<file path="config.mk">
export PLATFORM = sky130hd
export DESIGN_NAME = safe_seq_fsm
export DESIGN_NICKNAME = d
export VERILOG_FILES = /design/src/rtl/safe_seq_fsm.sv
export SDC_FILE = /design/constraint.sdc
export NUM_CORES = 1
export LEC_CHECK = 0
export ABC_CLOCK_PERIOD_IN_PS = 1500
export BUFFER_PORTS_ARGS = -buffer_cell sky130_fd_sc_hd__buf_2
export CAP_MARGIN = 40
export CORE_AREA = 2 2 39 41
export CTS_CLUSTER_DIAMETER = 100
export CTS_CLUSTER_SIZE = 8
export DETAILED_ROUTE_END_ITERATION = 6
export DIE_AREA = 0 0 41 43
export GPL_ROUTABILITY_DRIVEN = 0
export SYNTH_ARGS = -nofsm -noshare
export SYNTH_HDL_FRONTEND = slang
export SYNTH_SLANG_ARGS = --single-unit
export TNS_END_PERCENT = 30
</file>
<file path="constraint.sdc">
create_clock -name clk -period 1.5 [get_ports clk]
set_input_delay 0.075 -clock clk [delete_from_list [all_inputs] [get_ports clk]]
set_output_delay 0.075 -clock clk [all_outputs]
set_load 0.02 [all_outputs]
</file>
<file path="src/rtl/safe_seq_fsm.sv">
module safe_seq_fsm (
  input  logic       clk,
  input  logic       rst_n,
  input  logic       start,
  input  logic       step,
  input  logic       done,
  input  logic       force_en,
  input  logic [3:0] force_code,
  output logic       o_load,
  output logic       o_run,
  output logic       o_hold,
  output logic       o_done,
  output logic       err_pulse,
  output logic       err_sticky,
  output logic [2:0] state_idx
);

  localparam logic [3:0] C_IDLE = 4'b0000;
  localparam logic [3:0] C_LOAD = 4'b0011;
  localparam logic [3:0] C_RUN  = 4'b0101;
  localparam logic [3:0] C_WAIT = 4'b0110;
  localparam logic [3:0] C_DONE = 4'b1001;
  localparam logic [2:0] IDX_BAD = 3'd7;

  logic [3:0] cur, nxt, decoded_nxt;
  logic       bad;

  always_comb begin
    bad         = 1'b0;
    state_idx   = IDX_BAD;
    decoded_nxt = C_IDLE;
    case (cur)
      C_IDLE: begin
        state_idx   = 3'd0;
        decoded_nxt = start ? C_LOAD : C_IDLE;
      end
      C_LOAD: begin
        state_idx   = 3'd1;
        decoded_nxt = C_RUN;
      end
      C_RUN: begin
        state_idx   = 3'd2;
        decoded_nxt = step ? C_WAIT : C_RUN;
      end
      C_WAIT: begin
        state_idx   = 3'd3;
        if (done)      decoded_nxt = C_DONE;
        else if (step) decoded_nxt = C_RUN;
        else           decoded_nxt = C_WAIT;
      end
      C_DONE: begin
        state_idx   = 3'd4;
        decoded_nxt = C_IDLE;
      end
      4'b0001, 4'b0010, 4'b0100, 4'b0111,
      4'b1000, 4'b1010, 4'b1011, 4'b1100,
      4'b1101, 4'b1110, 4'b1111: begin
        bad         = 1'b1;
        decoded_nxt = C_IDLE;
      end
      default: begin
        bad         = 1'b1;
        decoded_nxt = C_IDLE;
      end
    endcase
  end

  assign nxt = force_en ? force_code : decoded_nxt;

  always_ff @(posedge clk or negedge rst_n) begin
    if (!rst_n) begin
      cur        <= C_IDLE;
      err_pulse  <= 1'b0;
      err_sticky <= 1'b0;
    end else begin
      cur        <= nxt;
      err_pulse  <= bad;
      err_sticky <= err_sticky | bad;
    end
  end

  assign o_load = (cur == C_LOAD);
  assign o_run  = (cur == C_RUN);
  assign o_hold = (cur == C_WAIT);
  assign o_done = (cur == C_DONE);

  a_r4_recover_to_idle: assert property (@(posedge clk) disable iff (!rst_n)
    (state_idx == IDX_BAD && !force_en) |=> (state_idx == 3'd0));

  a_r5_safe_outputs: assert property (@(posedge clk) disable iff (!rst_n)
    (state_idx == IDX_BAD) |-> !(o_load || o_run || o_hold || o_done));

  a_r5_outputs_exclusive: assert property (@(posedge clk) disable iff (!rst_n)
    $onehot0({o_load, o_run, o_hold, o_done}));

  a_r6_pulse_after_bad: assert property (@(posedge clk) disable iff (!rst_n)
    (state_idx == IDX_BAD) |=> err_pulse);

  a_r6_no_pulse_when_legal: assert property (@(posedge clk) disable iff (!rst_n)
    (state_idx != IDX_BAD) |=> !err_pulse);

  a_r7_sticky_holds: assert property (@(posedge clk) disable iff (!rst_n)
    err_sticky |=> err_sticky);

  a_r3_load_to_run: assert property (@(posedge clk) disable iff (!rst_n)
    (o_load && !force_en) |=> o_run);

  a_r3_done_to_idle: assert property (@(posedge clk) disable iff (!rst_n)
    (o_done && !force_en) |=> (state_idx == 3'd0));

  a_r9_force_loads: assert property (@(posedge clk) disable iff (!rst_n)
    (force_en && force_code == C_WAIT) |=> o_hold);

endmodule

</file>
# Word level (Yosys, flattened, before mapping)
# Cells that the tools add are included.
dict set report classes {
  n_eq_ne 15
  mux 8
  n_bitwise 1
  n_reduce_logical 3
}
# operator n
set ops {}
lappend ops {{4-bit equality test (second input constant)} 8}
lappend ops {{4-bit one-hot mux with 5 select lines} 1}
lappend ops {{4-bit by 3-bit equality test with 1-bit output (second input constant)} 4}
lappend ops {{3-bit one-hot mux with 5 select lines} 1}
lappend ops {{12-bit OR reduction} 1}
lappend ops {{11-bit OR reduction} 1}
lappend ops {{4-bit by 2-bit equality test with 1-bit output (second input constant)} 2}
lappend ops {{4-bit two-way mux} 2}
lappend ops {{2-bit two-way mux} 3}
lappend ops {{4-bit by 1-bit equality test with 1-bit output (second input constant)} 1}
lappend ops {{4-bit logical NOT} 1}
lappend ops {{1-bit two-way mux} 1}
lappend ops {{1-bit bitwise OR} 1}
dict set report word_totals {
  register_bits 6
  input_bits 10
  wordCells 30
}

# Depth between registers and ports, before layout
# Gate-level depths: netlist of run 1.
dict set report logic_depth {
  word_depth 4
  depth_mapped 5
}

# Least setup slack after synthesis of run 1
# OpenSTA, ideal clock, no wires.
dict set report synth_path {
  path_kind {register to register}
  startpoint {register cur[2]}
  endpoint {register err_sticky}
  setup_ps 124
  arrival_time_ps 1264
  t_required_ps 1376
  slack_ps 112
  stages_incl_launch_ff 5
  path_buffers 1
  cell_sequence {dfrtp_1 > buf_4 > nor3b_2 > nor2b_4 > or2_1}
}
dict set report synth_via {
  elab_chain_len 4
  word_cells_on_any_way 14
}
# item line_no
set synth_rtl {}
lappend synth_rtl {{start, declared} 25} ;# logic [3:0] cur, nxt, decoded_nxt;
lappend synth_rtl {{start signal, assigned} 76} ;# cur <= nxt;
lappend synth_rtl {{4-bit by 1-bit equality test with 1-bit output, or another cell as far along} 32} ;# case (cur)
lappend synth_rtl {{11-bit OR reduction (*)} --}
lappend synth_rtl {{1-bit two-way mux (*)} 32}
lappend synth_rtl {{via bad} 26} ;# logic bad;
lappend synth_rtl {{1-bit bitwise OR (*)} 78} ;# err_sticky <= err_sticky | bad;
lappend synth_rtl {{end signal, assigned} 78}
lappend synth_rtl {{end, declared} 14} ;# output logic err_sticky,
# Mark *: on every way through the listed nets, which the timed path passes. The rest lies on a longest branch.

# Final worst setup path of run 1
dict set report layout_path {
  startpoint {register cur[1]}
  endpoint {output port o_done}
}
dict set report layout_via {
  elab_chain_len 1
}
# item line_no
set layout_rtl {}
lappend layout_rtl {{4-bit equality test} 85} ;# assign o_done = (cur == C_DONE);
lappend layout_rtl {{end, declared} 12} ;# output logic o_done,
# No other way between the ends.

==> results of run 1 <==
repair_timing:
action | 4_1_cts | 5_1_grt
hold endpoints to repair | 6 | 0
setup endpoints to repair | 2 | 5
hold buffers | 1 | 0
resized for setup | 1 | 3
power breakdown:
| group | switching, mW | internal (mW) | total (mW) | leakage (nW) |
|---|---|---|---|---|
| combinational | 0.112 | 0.108 | 0.221 | 0.198 |
| sequential | 0.0276 | 0.182 | 0.210 | 0.0662 |
| clock | 0.0503 | 0.0900 | 0.140 | 0.0138 |
| total | 0.190 | 0.380 | 0.571 | 0.278 |
sequential cells by signal, summed over array words and instances, names as in the netlist:
name        cells
err_pulse       1
err_sticky      1
cur             4
cells in the mapped netlist:
master                      n
sky130_fd_sc_hd__dfrtp_1    6
sky130_fd_sc_hd__nand2b_1   6
sky130_fd_sc_hd__a21oi_1    5
sky130_fd_sc_hd__nand2_1    5
sky130_fd_sc_hd__buf_2      2
sky130_fd_sc_hd__inv_1      2
sky130_fd_sc_hd__nor2_1     2
sky130_fd_sc_hd__nor3b_2    2
sky130_fd_sc_hd__o21ai_0    2
sky130_fd_sc_hd__o21ai_1    2
sky130_fd_sc_hd__a32oi_1    1
sky130_fd_sc_hd__and2_1     1
sky130_fd_sc_hd__and2b_1    1
sky130_fd_sc_hd__and2b_4    1
sky130_fd_sc_hd__buf_1      1
sky130_fd_sc_hd__buf_4      1
sky130_fd_sc_hd__buf_6      1
sky130_fd_sc_hd__mux2_2     1
sky130_fd_sc_hd__nor2b_1    1
sky130_fd_sc_hd__nor2b_4    1
sky130_fd_sc_hd__nor3_1     1
sky130_fd_sc_hd__nor3b_1    1
sky130_fd_sc_hd__nor4_1     1
sky130_fd_sc_hd__nor4b_1    1
sky130_fd_sc_hd__o2111ai_1  1
sky130_fd_sc_hd__o21bai_1   1
sky130_fd_sc_hd__o31a_1     1
sky130_fd_sc_hd__or2_1      1
sky130_fd_sc_hd__xnor3_1    1
sky130_fd_sc_hd__xor2_1     1
path summary, 6_finish.rpt:
kind                                      startpoint                   end  slack [ns]
worst max-delay path                cur[1]$_DFF_PN0_                o_done        0.06
max in group asynchronous                      rst_n      cur[1]$_DFF_PN0_        1.16
worst max register to register      cur[1]$_DFF_PN0_  err_sticky$_DFF_PN0_        0.15
min in group asynchronous                      rst_n  err_sticky$_DFF_PN0_        0.19
worst min register to register  err_sticky$_DFF_PN0_  err_sticky$_DFF_PN0_        0.46
worst min-delay path                   force_code[3]      cur[3]$_DFF_PN0_        0.06
cell usage in the layout (no fill, tap or decap), types with 2 or more instances in the layout:
cell type                  netlist  layout
sky130_fd_sc_hd__a21oi_1         5       5
sky130_fd_sc_hd__buf_2           2      18
sky130_fd_sc_hd__buf_4           1       2
sky130_fd_sc_hd__clkbuf_4        0       3
sky130_fd_sc_hd__dfrtp_1         6       3
sky130_fd_sc_hd__dfrtp_2         0       3
sky130_fd_sc_hd__inv_1           2       2
sky130_fd_sc_hd__nand2_1         5       5
sky130_fd_sc_hd__nand2b_1        6       6
sky130_fd_sc_hd__nor2_1          2       2
sky130_fd_sc_hd__nor3b_2         2       2
sky130_fd_sc_hd__o21ai_1         2       3
kinds of logic after synthesis:
logic type	Yosys count
mux	1
flops	6
simple gates	25
xor+xnor	2
compound gates	13
buf+inv	7
metal layers:
layer,track usage (%),share of wire (%)
met1,17.6,41
met2,20.0,56
met3,1.57,2.4
met4,10.0,0
met5,0,0
through the flow:
step	cells	setup slack [ns]	util, %	cell area (um2)
final	89	0.0567	43.9	607
after global routing	89	-0.00559	43.9	607
after CTS	89	0.00919	43.7	604
after detailed placement	85	0.111	41.2	571
after global placement	85	0.123	41.2	571
after floorplan	54	0.112	-	478
worst reg2reg max path, delay by kind of cell (launching register included):
kind             cells  cell delay [ns]
XOR/XNOR             1             0.38
flip-flops           1             0.44
AND/OR/NAND/NOR      3             0.41
area by class of cell:
class                           instances  area [um2]  area share (%)
Sequential cell                         6         154            25.4
Tap cell                               16        20.0            3.30
Timing Repair Buffer                   21         115            19.0
Clock buffer                            3        22.5            3.71
Multi-Input combinational cell         41         288            47.4
Inverter                                2        7.51            1.24
==> metrics.sh, run 1 <==
OUTCOME='finished clean'
POSTSYNTHREGISTERBITS=6
POWER.DENSITY_nW_PER_UM2=941
YOSYSTOPAREACELLSHARE_PCT=31.4
DRC=0
NUM_VIAS=421
PATH_BUF_INV=1
TRITONCTS='yes'
ROUTE.DETAILED.VIAS_PER_INST=4.73
FIN_CRIT_SH_PCT=96.2
SYNTHDOMINANTAREACELLTYPE='sky130_fd_sc_hd__dfrtp_1'
FINALSETUPVIOLCOUNT=0
FINAL.SETUP.TNS_NS=0
YOSYSSEQAREASHARE_PCT=31.4
MAXIMUM_NUMBER_OF_PINS_ON_ONE_NET_BEFORE_GLOBAL_ROUTE_REPAIR=13
GRT_OVF=0
FINAL_NETS=85
DRT.ANTENNA.VIOLATING_NETS=0
POST-ROUTE-MIN-PERIOD_NS=1.44
TIMING.CRITICAL_PATH.TO_TYPE='output pin'
SYNTH-XOR-AREA-SHARE_PCT=6.54
AREAGROWTHSYNTHTOFINISH_PCT=27.0
WORST_SETUP_HOLD_PATH_CLK_SLEW_NS=0.04
CTS_ROOT_BUFFER='sky130_fd_sc_hd__clkbuf_4'
NUMPORTBUFFERS=18
REPORT.FINAL.HOLD_VIOL_COUNT=0
SYN-INSTANCE-COUNT=54
SYNTH_ADDER_AREA_SHARE_PCT=0
MIN_DELAY_PATH_DEPTH=3
POST-LAYOUT-TOTAL-POWER_mW=0.571
DRV_CAP=0
MULTIPLEXER_AREA_FRACTION_AFTER_SYNTHESIS_PCT=2.36
CLOCK-SKEW-FINAL_NS=0.000321
TIGHTEST_SLEW_NS=0.282
TIMING.FMAX_GHz=0.693
SLEW_VIOL_FINAL=0
SYNTH_TOP_FAMILY_BY_AREA='simple AND/OR/NAND/NOR gates'
FINALHOLDWORSTSLACK_NS=0.0608
HOLDCRITPATHCLASS='input port to register'
CRIT_FANOUT=9
CTS_MAX_PATH_BUFFERS=2
CLOCK_INSERTION_DELAY_WORST_SKEW_NS=0.23
SLEW-LIMIT-HEADROOM_PCT=81.2
CPPEAKSTAGEDELAY_NS=0.44
NUMBER_OF_DIODES_ADDED_FOR_ANTENNA_FIXING=0
NUM_ROWS=14
WIRE_PER_INST_UM=10.9
PEAKVDDDROP_mV=0.539
CRITICAL_PATH.STARTPOINT_TYPE='register'
CORE_AREA_UM2=1380
CTS_HTREE_LEVELS=1
SYNTHESIS.AREA_UM2=478
NUMBER_OF_ANTENNA_VIOLATIONS_AT_THE_FIRST_CHECK_IN_GLOBAL_ROUTING=0
GRT_FIRST_PASS_WIRELENGTH_UM=1610
WORSTPATHCELLLIST='nand2b_1 > nor3b_2 > buf_2'
TOTAL_LEAKAGE_POWER_nW=0.278
CRITPATHTOPFAMILY='simple AND/OR/NAND/NOR gates'
DIE_WIDTH_UM=41
DR.PASS1.ITERS=4
TIMING.CRITICAL_PATH.ARRIVAL_NS=1.37
FILLERS=157
POST-CTS-SETUP-BUFFERS=0
YOSYS-TOP-CELLS-AREA='sky130_fd_sc_hd__dfrtp_1 31%, sky130_fd_sc_hd__nand2b_1 7.9%, sky130_fd_sc_hd__a21oi_1 5.2%'
GRT_UTIL_ALL_LAYERS_PCT=13.7
DRT_ITER0_DRC=12
SYNTHESIS.NETS=64
DIE_HEIGHT_UM=43
IOPINCOUNT=19
CTS_SINKS=6
YOSYSWARNINGS=0
SYNTHSIMPLEGATEAREAFRAC_PCT=34.8
INITIAL_CELL_DENSITY_OF_THE_CORE_PCT=34.5
CRIT_REQUIRED_NS=1.42
POST-DP-HPWL_UM=760
RSZ0062_AT_GRT='yes'
SYNTH_AREA_PER_CELL_UM2=8.85
DIE-AREA_UM2=1760
WORST_PATH_SLOWEST_CELL='sky130_fd_sc_hd__dfrtp_2'
YOSYSUNIQUECELLTYPES=30
AREA_FRACTION_IN_COMPOUND_GATES_AFTER_SYNTHESIS_PCT=16.5
FIRST_GLOBAL_VIAS=378
NUMCTSBUFFERS=3
FF2FF_PATH_DEPTH=4
WORST-SETUP-PATH-TYPE='register to output pin'
WL_UM=971
POST_ROUTE_CELLS_DRIVE_ABOVE_1_SHARE_PCT=42.5
TIMING.CRITICAL_PATH.DEPTH=3
Note: power is estimated with default switching activity, not from simulation.
==> run 2: changes to the inputs <==
- RECOVER_POWER: default -> 50
==> run 2 against run 1 <==
Effect of this change:
- die area unchanged
- first-iteration DRC count is the same
- clock skew unchanged
- hold slack is the same
- total power down 0.40%
- final cell count is the same
- sequential share of layout area is 0.16 points higher
==> metrics.sh, run 2 (synthesis results as in run 1) <==
POST-DP-HPWL_UM=760
DR.PASS1.ITERS=4
POWER.COMBINATIONAL.FRACTION_PCT=38.3
NUMBER_OF_DIODES_ADDED_FOR_ANTENNA_FIXING=0
WORST-SETUP-PATH-TYPE='register to output pin'
DIE_WIDTH_UM=41
WORST_SETUP_HOLD_PATH_CLK_SLEW_NS=0.04
MET2ROUTEDLENGTH_UM=544
MOSTFREQUENTLAYOUTCELLS='15 x sky130_fd_sc_hd__buf_2, 6 x sky130_fd_sc_hd__nand2b_1, 5 x sky130_fd_sc_hd__nand2_1, 5 x sky130_fd_sc_hd__a21oi_1'
LARGEST_REGISTER_FF_COUNT=4
FIN_CRIT_SH_PCT=96.2
SLEW-LIMIT-HEADROOM_PCT=79.9
ROUTE.DETAILED.VIAS_PER_INST=4.73
DRT.ANTENNA.VIOLATING_NETS=0
RSZ0062_AT_GRT='yes'
CTS_ROOT_BUFFER='sky130_fd_sc_hd__clkbuf_4'
POWER.DENSITY_nW_PER_UM2=943
LARGEST_REG_BY_FF_COUNT='cur'
CRITICAL_PATH.STARTPOINT_TYPE='register'
CORE_AREA_UM2=1380
DPL_CELL_AREA_UM2=571
DR_WL_MET3_UM=23
FINALSETUPVIOLCOUNT=0
MAXIMUM_NUMBER_OF_PINS_ON_ONE_NET_BEFORE_GLOBAL_ROUTE_REPAIR=13
POWER_REPORT.INTERNAL_TOTAL_mW=0.378
DR.MAX_LAYER_USED='met3'
POWER.SHARE.SEQUENTIAL_PCT=37.0
SHARE_CLK_OF_TOTAL_POWER_PCT=24.7
POST-ROUTE-MIN-PERIOD_NS=1.44
TIMING.CRITICAL_PATH.TO_TYPE='output pin'
CTS_SINKS=6
REPORT.FINAL.HOLD_VIOL_COUNT=0
GRT_UTIL_ALL_LAYERS_PCT=13.7
NUMBER_OF_ANTENNA_VIOLATIONS_AT_THE_FIRST_CHECK_IN_GLOBAL_ROUTING=0
FINAL_COMMON_CELL='sky130_fd_sc_hd__buf_2'
DRV_CAP=0
NUMPORTBUFFERS=18
POST-CTS-SETUP-BUFFERS=0
CRIT_FANOUT=9
TRITONCTS='yes'
WL_UM=966
IOPINCOUNT=19
DRC=0
REG_TOP3='cur x4, err_pulse x1, err_sticky x1'
DRT_ITER0_DRC=12
SLEW_VIOL_FINAL=0
M1WIRELENGTH_UM=398
TIMING.CRITICAL_PATH.ARRIVAL_NS=1.37
FINAL_DESIGN_AREA_NO_FILL_UM2=603
SWITCHING_SHARE_PCT=33.5
CLOCK_INSERTION_DELAY_WORST_SKEW_NS=0.23
LAYOUT_SETUP_WS_NS=0.0577
POST_ROUTE_CELLS_DRIVE_ABOVE_1_SHARE_PCT=38.4
FIRST_GLOBAL_VIAS=378
NUM_VIAS=421
TOTAL_LEAKAGE_POWER_nW=0.272
CLOCK-SKEW-FINAL_NS=0.000321
HOLDCRITPATHCLASS='input port to register'
AREAGROWTHSYNTHTOFINISH_PCT=26.2
CRIT_REQUIRED_NS=1.42
TIGHTEST_SLEW_NS=0.302
PEAKVDDDROP_mV=0.538
GRT_FIRST_PASS_WIRELENGTH_UM=1610
DIE_HEIGHT_UM=43
FILLERS=157
FINAL_NETS=85
TIMING.FMAX_GHz=0.693
WIRE_PER_INST_UM=10.9
CTS_HTREE_LEVELS=1
CTS_MAX_PATH_BUFFERS=2
GRT_OVF=0
NUMCTSBUFFERS=3
NUM_ROWS=14
OUTCOME='finished clean'
INITIAL_CELL_DENSITY_OF_THE_CORE_PCT=34.5
PLACE_WORST_SETUP_SLACK_NS=0.111
POWER_SWITCHING_mW=0.191
DIE-AREA_UM2=1760
==> run 2: per-layer routing <==
layer / global-route usage, % / vias up
met1: 17.6 / 192
met2: 20.0 / 7
met4: 10.0 / 0
li1: - / 222
met5: 0 / -
met3: 1.57 / 0
==> run 2: what timing repair did <==
item	4_1_cts	5_1_grt
pin swaps	0	0
setup endpoints to repair	2	5
hold buffers	1	0
hold endpoints to repair	6	0
gates resized for setup	1	3
==> run 2: area by class of cell <==
type	count	area, um2	area share (%)
Multi-Input combinational cell	41	288	47.7
Sequential cell	6	154	25.5
Timing Repair Buffer	21	111	18.5
Clock buffer	3	22.5	3.73
Tap cell	16	20.0	3.32
Inverter	2	7.51	1.24
==> run 2: critical path, cell delays in order, from the launching register on <==
cell and delay, ns:
sky130_fd_sc_hd__dfrtp_2 0.44, sky130_fd_sc_hd__nand2b_1 0.19, sky130_fd_sc_hd__nor3b_2 0.28, sky130_fd_sc_hd__buf_2 0.22
==> run 2: power groups by stage <==
stage / clock (mW) / combinational, mW / sequential (mW)
3_5_place_dp: 0 / 0.220 / 0.211
6_report: 0.140 / 0.218 / 0.210
3_3_place_gp: 0 / 0.217 / 0.210
4_1_cts: 0.151 / 0.222 / 0.210
5_1_grt: 0.159 / 0.243 / 0.216
2_1_floorplan: 0 / 0.169 / 0.203
==> run 2: through the flow <==
stage               util [%]  setup TNS, ns  instances  total power, mW  hold slack, ns
finish                  43.6              0         89            0.569          0.0608
global route            43.6        -0.0109         89            0.617          0.0906
CTS                     43.7              0         89            0.583          0.0511
detailed placement      41.2              0         85            0.431         -0.0977
global placement        41.2              0         85            0.428         -0.0982
floorplan                  -              0         54            0.372          -0.221
==> run 2: worst paths after layout <==
path                                 startpoint                    to  slack, ns  cells after the start
max                            cur[1]$_DFF_PN0_                o_done       0.06                      3
min                               force_code[3]      cur[3]$_DFF_PN0_       0.06                      3
max reg2reg                    cur[1]$_DFF_PN0_  err_sticky$_DFF_PN0_       0.15                      4
min reg2reg                err_sticky$_DFF_PN0_  err_sticky$_DFF_PN0_       0.46                      1
max in group asynchronous                 rst_n      cur[1]$_DFF_PN0_       1.02                      2
min in group asynchronous                 rst_n  err_sticky$_DFF_PN0_       0.23                      2
